File: src/rtl/ttb_pkg.sv
package ttb_pkg;
  localparam int CNT_W     = 16;
  localparam int CTL_W     = 6;
  localparam int EVT_W     = 3;
  localparam int NUM_MATCH = 3;
  localparam int NUM_REGS  = 11;
  localparam int CHF_W     = 4;

  localparam int F_INTV   = 0;
  localparam int F_MATCH0 = 1;
  localparam int F_OVF    = 4;

  localparam int C_STOP  = 0;
  localparam int C_INTV  = 1;
  localparam int C_DOWN  = 2;
  localparam int C_MATCH = 3;
  localparam int C_ZERO  = 4;

  typedef enum logic [3:0] {
    R_CLK    = 4'd0,
    R_CNTCTL = 4'd1,
    R_COUNT  = 4'd2,
    R_INTV   = 4'd3,
    R_MATCHA = 4'd4,
    R_MATCHB = 4'd5,
    R_MATCHC = 4'd6,
    R_STATUS = 4'd7,
    R_INTEN  = 4'd8,
    R_EVTCTL = 4'd9,
    R_EVTVAL = 4'd10
  } regSel_e;

  typedef struct packed {
    logic             wr;
    logic             rd;
    logic             hit;
    regSel_e          regSel;
    logic [CHF_W-1:0] ch;
  } bankStrobe_t;

  typedef struct packed {
    logic [CTL_W-1:0]                  clkCtl;
    logic [CTL_W-1:0]                  cntCtl;
    logic [CNT_W-1:0]                  count;
    logic [CNT_W-1:0]                  interval;
    logic [NUM_MATCH-1:0][CNT_W-1:0]   match;
    logic [CTL_W-1:0]                  flags;
    logic [CTL_W-1:0]                  intEn;
    logic [EVT_W-1:0]                  evtCtl;
  } chanView_t;
endpackage

File: src/rtl/ttb_decode.sv
module ttb_decode
  import ttb_pkg::*;
#(
  parameter int ADDR_W = 8,
  parameter int NUM_CH = 3
) (
  input  logic              wrEn,
  input  logic              rdEn,
  input  logic [ADDR_W-1:0] addr,
  output bankStrobe_t       st
);
  localparam int WOFF_W = ADDR_W - 2;
  localparam logic [WOFF_W-1:0] NCH = WOFF_W'(NUM_CH);

  logic [WOFF_W-1:0] wordOff;
  logic [WOFF_W-1:0] regIdx;
  wire unusedLow = ^addr[1:0];

  assign wordOff = addr[ADDR_W-1:2];
  assign regIdx  = wordOff / NCH;

  always_comb begin
    st.wr     = wrEn;
    st.rd     = rdEn;
    st.hit    = regIdx < WOFF_W'(NUM_REGS);
    st.regSel = regSel_e'(regIdx[3:0]);
    st.ch     = CHF_W'(wordOff % NCH);
  end
endmodule

File: src/rtl/ttb_channel.sv
module ttb_channel
  import ttb_pkg::*;
#(
  parameter int CH_IDX = 0
) (
  input  logic             clk,
  input  logic             rst_n,
  input  bankStrobe_t      st,
  input  logic [CNT_W-1:0] wrData,
  output chanView_t        view,
  output logic             irq
);
  logic sel, wrHit, rdClear;
  logic [CNT_W-1:0] countNext, limit;
  logic [CTL_W-1:0] newFlags;
  logic wrap;

  assign sel     = st.hit && (st.ch == CHF_W'(CH_IDX));
  assign wrHit   = st.wr && sel;
  assign rdClear = st.rd && sel && (st.regSel == R_STATUS);

  always_comb begin
    countNext = view.count;
    newFlags  = '0;
    wrap      = 1'b0;
    limit     = view.cntCtl[C_INTV] ? view.interval : '1;
    if (!view.cntCtl[C_STOP]) begin
      if (view.cntCtl[C_DOWN]) begin
        if (view.count == '0) begin
          countNext = limit;
          wrap = 1'b1;
        end else begin
          countNext = view.count - 1'b1;
        end
      end else begin
        if (view.count >= limit) begin
          countNext = '0;
          wrap = 1'b1;
        end else begin
          countNext = view.count + 1'b1;
        end
      end
      if (wrap) newFlags[view.cntCtl[C_INTV] ? F_INTV : F_OVF] = 1'b1;
      if (view.cntCtl[C_MATCH]) begin
        for (int i = 0; i < NUM_MATCH; i++) begin
          if (countNext == view.match[i]) newFlags[F_MATCH0 + i] = 1'b1;
        end
      end
    end
    if (wrHit && st.regSel == R_CNTCTL && wrData[C_ZERO]) countNext = '0;
  end

  always_ff @(posedge clk) begin
    if (!rst_n) begin
      view.clkCtl   <= '0;
      view.cntCtl   <= CTL_W'(6'h21);
      view.count    <= '0;
      view.interval <= '0;
      view.match    <= '0;
      view.flags    <= '0;
      view.intEn    <= '0;
      view.evtCtl   <= '0;
    end else begin
      view.count <= countNext;
      view.flags <= (rdClear ? '0 : view.flags) | newFlags;
      if (wrHit) begin
        case (st.regSel)
          R_CLK:    view.clkCtl   <= wrData[CTL_W-1:0];
          R_CNTCTL: view.cntCtl   <= wrData[CTL_W-1:0] & ~(CTL_W'(1) << C_ZERO);
          R_INTV:   view.interval <= wrData;
          R_INTEN:  view.intEn    <= wrData[CTL_W-1:0];
          R_EVTCTL: view.evtCtl   <= wrData[EVT_W-1:0];
          default: ;
        endcase
        for (int i = 0; i < NUM_MATCH; i++) begin
          if (st.regSel == regSel_e'(4'(R_MATCHA) + 4'(i))) view.match[i] <= wrData;
        end
      end
    end
  end

  assign irq = |(view.flags & view.intEn);
endmodule

File: src/rtl/ttb_regfile.sv
module ttb_regfile
  import ttb_pkg::*;
#(
  parameter int DATA_W = 32,
  parameter int NUM_CH = 3
) (
  input  logic              clk,
  input  logic              rst_n,
  input  bankStrobe_t       st,
  input  logic [DATA_W-1:0] wrData,
  output logic [DATA_W-1:0] rdData,
  output logic [NUM_CH-1:0] irq
);
  chanView_t views [NUM_CH];
  chanView_t selView;
  logic [DATA_W-1:0] rdMux;
  wire unusedHigh = ^wrData[DATA_W-1:CNT_W];

  for (genvar c = 0; c < NUM_CH; c++) begin : gCh
    ttb_channel #(.CH_IDX(c)) uChan (
      .clk    (clk),
      .rst_n  (rst_n),
      .st     (st),
      .wrData (wrData[CNT_W-1:0]),
      .view   (views[c]),
      .irq    (irq[c])
    );
  end

  always_comb begin
    selView = views[0];
    for (int c = 0; c < NUM_CH; c++) begin
      if (st.ch == CHF_W'(c)) selView = views[c];
    end
    case (st.regSel)
      R_CLK:    rdMux = DATA_W'(selView.clkCtl);
      R_CNTCTL: rdMux = DATA_W'(selView.cntCtl);
      R_COUNT:  rdMux = DATA_W'(selView.count);
      R_INTV:   rdMux = DATA_W'(selView.interval);
      R_MATCHA: rdMux = DATA_W'(selView.match[0]);
      R_MATCHB: rdMux = DATA_W'(selView.match[1]);
      R_MATCHC: rdMux = DATA_W'(selView.match[2]);
      R_STATUS: rdMux = DATA_W'(selView.flags);
      R_INTEN:  rdMux = DATA_W'(selView.intEn);
      R_EVTCTL: rdMux = DATA_W'(selView.evtCtl);
      default:  rdMux = '0;
    endcase
  end

  always_ff @(posedge clk) begin
    if (!rst_n)     rdData <= '0;
    else if (st.rd) rdData <= st.hit ? rdMux : '0;
  end
endmodule

File: src/rtl/tri_timer_bank.sv
module tri_timer_bank
  import ttb_pkg::*;
#(
  parameter int ADDR_W = 8,
  parameter int DATA_W = 32,
  parameter int NUM_CH = 3
) (
  input  logic              clk,
  input  logic              rst_n,
  input  logic              wrEn,
  input  logic              rdEn,
  input  logic [ADDR_W-1:0] addr,
  input  logic [DATA_W-1:0] wrData,
  output logic [DATA_W-1:0] rdData,
  output logic [NUM_CH-1:0] irq
);
  bankStrobe_t st;

  ttb_decode #(.ADDR_W(ADDR_W), .NUM_CH(NUM_CH)) uDecode (
    .wrEn (wrEn),
    .rdEn (rdEn),
    .addr (addr),
    .st   (st)
  );

  ttb_regfile #(.DATA_W(DATA_W), .NUM_CH(NUM_CH)) uRegs (
    .clk    (clk),
    .rst_n  (rst_n),
    .st     (st),
    .wrData (wrData),
    .rdData (rdData),
    .irq    (irq)
  );
endmodule

File: config.mk
export PLATFORM = sky130hd
export DESIGN_NAME = tri_timer_bank
export DESIGN_NICKNAME = d
export VERILOG_FILES = /design/src/rtl/ttb_pkg.sv /design/src/rtl/ttb_decode.sv /design/src/rtl/ttb_channel.sv /design/src/rtl/ttb_regfile.sv /design/src/rtl/tri_timer_bank.sv
export SDC_FILE = /design/constraint.sdc
export NUM_CORES = 1
export LEC_CHECK = 0
export ABC_AREA = 1
export CELL_PAD_IN_SITES_DETAIL_PLACEMENT = 1
export CELL_PAD_IN_SITES_GLOBAL_PLACEMENT = 2
export CORE_UTILIZATION = 35
export DETAILED_ROUTE_END_ITERATION = 10
export DONT_BUFFER_PORTS = 1
export GPL_TIMING_DRIVEN = 0
export PLACE_DENSITY = 0.79
export SLEW_MARGIN = 20
export SYNTH_ARGS = -nofsm -noshare
export SYNTH_HDL_FRONTEND = slang
export SYNTH_SLANG_ARGS = --single-unit
File: constraint.sdc
create_clock -name clk -period 8.4 [get_ports clk]
set_clock_uncertainty 0.2 [all_clocks]
set_input_delay 0.84 -clock clk [delete_from_list [all_inputs] [get_ports clk]]
set_output_delay 0.84 -clock clk [all_outputs]
set_load 0.02 [all_outputs]
==> load_flow_metrics.sql <==
INSERT INTO impl_metrics (metric_group, metric, value, unit) VALUES
('cells_and_area', 'area_growth_from_synthesis_to_layout', '11.7', '%'),
('clocking', 'cts-htree-levels', '2', ''),
('logic_synthesis', 'dominantRegCellSynth', 'dfxtp_1', ''),
('setup_path', 'start_kind', 'register', ''),
('setup_path', 'cp_data_arrival_time', '5.61', 'ns'),
('die', 'initial_core_util', '35.5', '%'),
('clocking', 'clock_tree_from_tritoncts', 'done', ''),
('setup_path', 'critical_path_required', '8.70', 'ns'),
('status', 'run_status', 'finished, violations left', ''),
('logic_synthesis', 'post_synth_main_area_contributors', 'dfxtp_1 32%, nand2_1 11%, a21oi_1 10%', ''),
('power_and_ir_drop', 'worst_supply_voltage_drop_on_vdd', '0.000122', 'V'),
('logic_synthesis', 'part_of_the_yosys_area_used_for_sequential_elements', '31.6', '%'),
('setup_path', 'critical-path-top-cell-by-count', 'nand2_1', ''),
('global_routing', 'grt-ovfl-total', '0', ''),
('timing', 'finalSetupTns', '0', 'ns'),
('logic_synthesis', 'async_reset_ff_share', '0', '%'),
('global_routing', 'pin_count_of_the_biggest_net_entering_global_routing', '12', ''),
('logic_synthesis', 'yosysWarnings', '0', ''),
('setup_path', 'reg2reg_to', 'uRegs.gCh[1].uChan.view[12]', ''),
('setup_path', 'critical_path.reg2reg.startpoint', 'uRegs.gCh[1].uChan.view[96]', ''),
('worst_hold_path', 'holdPathStages', '2', ''),
('power_and_ir_drop', 'cellLeakagePower', '9.41', 'nW'),
('cells_and_area', 'post_route_cells_drive_above_1_share', '5.24', '%'),
('clocking', 'ctsLongestPathBuffers', '3', ''),
('logic_synthesis', 'synth_largest_area_cell', 'dfxtp_1', ''),
('power_and_ir_drop', 'power.density_cell_area', '177', 'nW/um2'),
('route', 'wire_per_inst', '25.7', 'um'),
('worst_hold_path', 'hp-class', 'reg2reg', ''),
('clocking', 'cts_setup_buffers', '0', ''),
('logic_synthesis', 'synth_top_cell_area_share', '31.6', '%'),
('timing', 'report.final.slew_viol_count', '0', ''),
('cells_and_area', 'final_common_cell', 'nand2_1', ''),
('clocking', 'cts_hold_buf', '0', ''),
('logic_synthesis', 'synth_cell_type_count', '48', ''),
('timing', 'maxClockFrequency', '0.188', 'GHz'),
('die', 'floorplan.die_area', '60900', 'um2'),
('timing', 'grt_setup_unrepaired', 'no', ''),
('clocking', 'clkSlewWorstSetupHoldPaths', '0.06', 'ns'),
('cells_and_area', 'layout_common_cells', '631 x nand2_1, 433 x a21oi_1, 361 x inv_1', ''),
('die', 'die_w', '247', 'um'),
('worst_hold_path', 'hold_start', 'uRegs.gCh[2].uChan.view[2]', ''),
('timing', 'setup_viol', '0', ''),
('route', 'detail_route.wirelength', '105', 'mm'),
('timing', 'report.final.hold_viol_count', '0', ''),
('logic_synthesis', 'syn-cell-area', '21000', 'um2'),
('route', 'drt.antenna.violating_nets', '0', ''),
('route', 'route.vias.total', '23299', ''),
('timing', 'final_critical_path_setup_slack', '3.09', 'ns'),
('logic_synthesis', 'synth-edff-count', '0', ''),
('logic_synthesis', 'synth.ff_latch_count', '331', ''),
('route', 'detail_route.first_pass.iterations', '10', ''),
('die', 'number_of_top_level_design_ports', '79', ''),
('timing', 'timing.final.crit_period', '5.31', 'ns'),
('cells_and_area', 'diodes', '0', ''),
('setup_path', 'worst_path_largest_cell_delay', '0.58', 'ns'),
('setup_path', 'criticalPathCategory', 'reg2reg', ''),
('logic_synthesis', 'postSynthAreaPerCell', '6.52', 'um2'),
('clocking', 'clk-insertion-delay-late', '0.58', 'ns'),
('die', 'core_region_area', '59100', 'um2'),
('global_routing', 'antenna_found_initial', '4', ''),
('global_routing', 'grt_first_pass_wirelength', '153', 'mm'),
('placed_design', 'port_buffer_cells', '0', ''),
('placed_design', 'gp_congestion', '0.951', ''),
('route', 'drt_iter0_drc', '1977', ''),
('status', 'failed_checks', 'DRC', ''),
('clocking', 'root_buffer_cell', 'clkbuf_16', ''),
('route', 'route.detailed.drc', '7', ''),
('global_routing', 'grt_resource_usage_total', '34.1', '%'),
('setup_path', 'crit_chain', 'clkinv_1, clkbuf_1, buf_1, nor2_1, ha_1, nand2_1, o21ai_0, nand2_1, o211ai_1, nand2_1, nand3_1, nor2_1, a31oi_1, xor2_1, nand2_1, nor4_1, nand4_1, a21oi_1', ''),
('setup_path', 'worstRegToRegCells', '18', ''),
('logic_synthesis', 'postSynthCellCount', '3215', '');
-- kinds of logic (layout without fill, tap and decap cells) --
| kind of cell | count (synthesis) | after routing | share of synthesized area [%] |
|---|---|---|---|
| AND/OR/NAND/NOR | 1171 | 1171 | 23.8 |
| buffers and inverters | 593 | 667 | 11.4 |
| flip-flops | 331 | 331 | 31.6 |
| XOR/XNOR | 144 | 144 | 6.01 |
| other | 1 | 16 | 0.0179 |
| AO/OA/AOI/OAI | 916 | 916 | 23.7 |
| adder cells (fa/ha/maj) | 59 | 59 | 3.52 |
-- metal layers --
metal	track usage [%]	vias up	part of all wire, %
met4	11.7	0	3.3
met5	0	-	0
met2	52.4	880	43
li1	-	10785	-
met3	4.74	166	7.7
met1	48.4	11468	46
-- cell usage after synthesis, types with 4 or more instances --
cell,number
nand3_1,196
o211ai_1,54
inv_2,9
buf_4,25
o221ai_1,4
ha_1,59
xor2_1,136
o21ai_1,20
a211oi_1,14
buf_1,9
o21ai_0,304
o22ai_1,46
inv_1,361
a21oi_1,433
nor2_2,4
nand2_1,631
nor2_1,211
nand4_1,36
nand2_2,6
nor2_4,4
dfxtp_1,331
nor4_1,10
o31ai_1,11
nor3_1,51
clkbuf_1,147
xnor2_1,8
buf_2,31
o2111ai_1,5
clkinv_1,8
or2_2,11
a31oi_1,10
-- through the flow --
step | utilization, % | hold WS (ns) | cell area, um2 | total power (W) | instances
2_1_floorplan | - | 0.224 | 21000 | 0.00199 | 3230
3_3_place_gp | 37.2 | 0.241 | 22000 | 0.00224 | 4003
3_5_place_dp | 37.2 | 0.249 | 22000 | 0.00225 | 4003
4_1_cts | 39.6 | 0.235 | 23400 | 0.00415 | 4077
5_1_grt | 39.6 | 0.271 | 23400 | 0.00425 | 4077
6_report | 39.6 | 0.253 | 23400 | 0.00415 | 4077
-- state kept, by name, indices dropped and copies added (netlist names) --
register / cells
uRegs.gCh.uChan.view: 315
uRegs.rdData: 16
-- report_power, final --
part	switching, W	internal [W]	total (W)	leakage (nW)
clock network	0.000767	0.00115	0.00192	0.702
registers	0.0000152	0.00158	0.00160	2.67
logic	0.000499	0.000134	0.000633	6.04
-- worst max-delay path by stage --
| stage | start | cells after the start | to | slack, ns |
|---|---|---|---|---|
| global route | uRegs.gCh[1].uChan.view[96] | 18 | uRegs.gCh[1].uChan.view[12] | 2.76 |
| CTS | uRegs.gCh[1].uChan.view[96] | 18 | uRegs.gCh[1].uChan.view[12] | 3.07 |
| floorplan | addr[7] | 25 | uRegs.gCh[0].uChan.view[86] | 4.27 |
| detailed placement | addr[7] | 22 | uRegs.gCh[1].uChan.view[90] | 2.73 |
| finish | uRegs.gCh[1].uChan.view[96] | 18 | uRegs.gCh[1].uChan.view[12] | 3.09 |
| global placement | addr[7] | 24 | uRegs.rdData[8] | 2.87 |
-- area by class of cell --
| cell class | instances | area (um2) |
|---|---|---|
| Multi-Input combinational cell | 2306 | 12000 |
| Buffer | 215 | 962 |
| Fill cell | 7713 | 35700 |
| Inverter | 378 | 1420 |
| Sequential cell | 331 | 6630 |
| Clock inverter | 11 | 135 |
| Tap cell | 773 | 967 |
| Clock buffer | 63 | 1290 |
-- worst max-delay path, delay by kind of cell, from the launching register on --
family / cells / cell delay, ns
AOI/OAI and AO/OA: 4 / 1.22
xor gates and xnor gates: 1 / 0.20
adders and majority gates: 1 / 0.32
buffers and inverters: 3 / 1.26
DFF: 1 / 0.38
and+or+nand+nor: 9 / 1.65
Note: power is estimated with default switching activity, not from simulation.
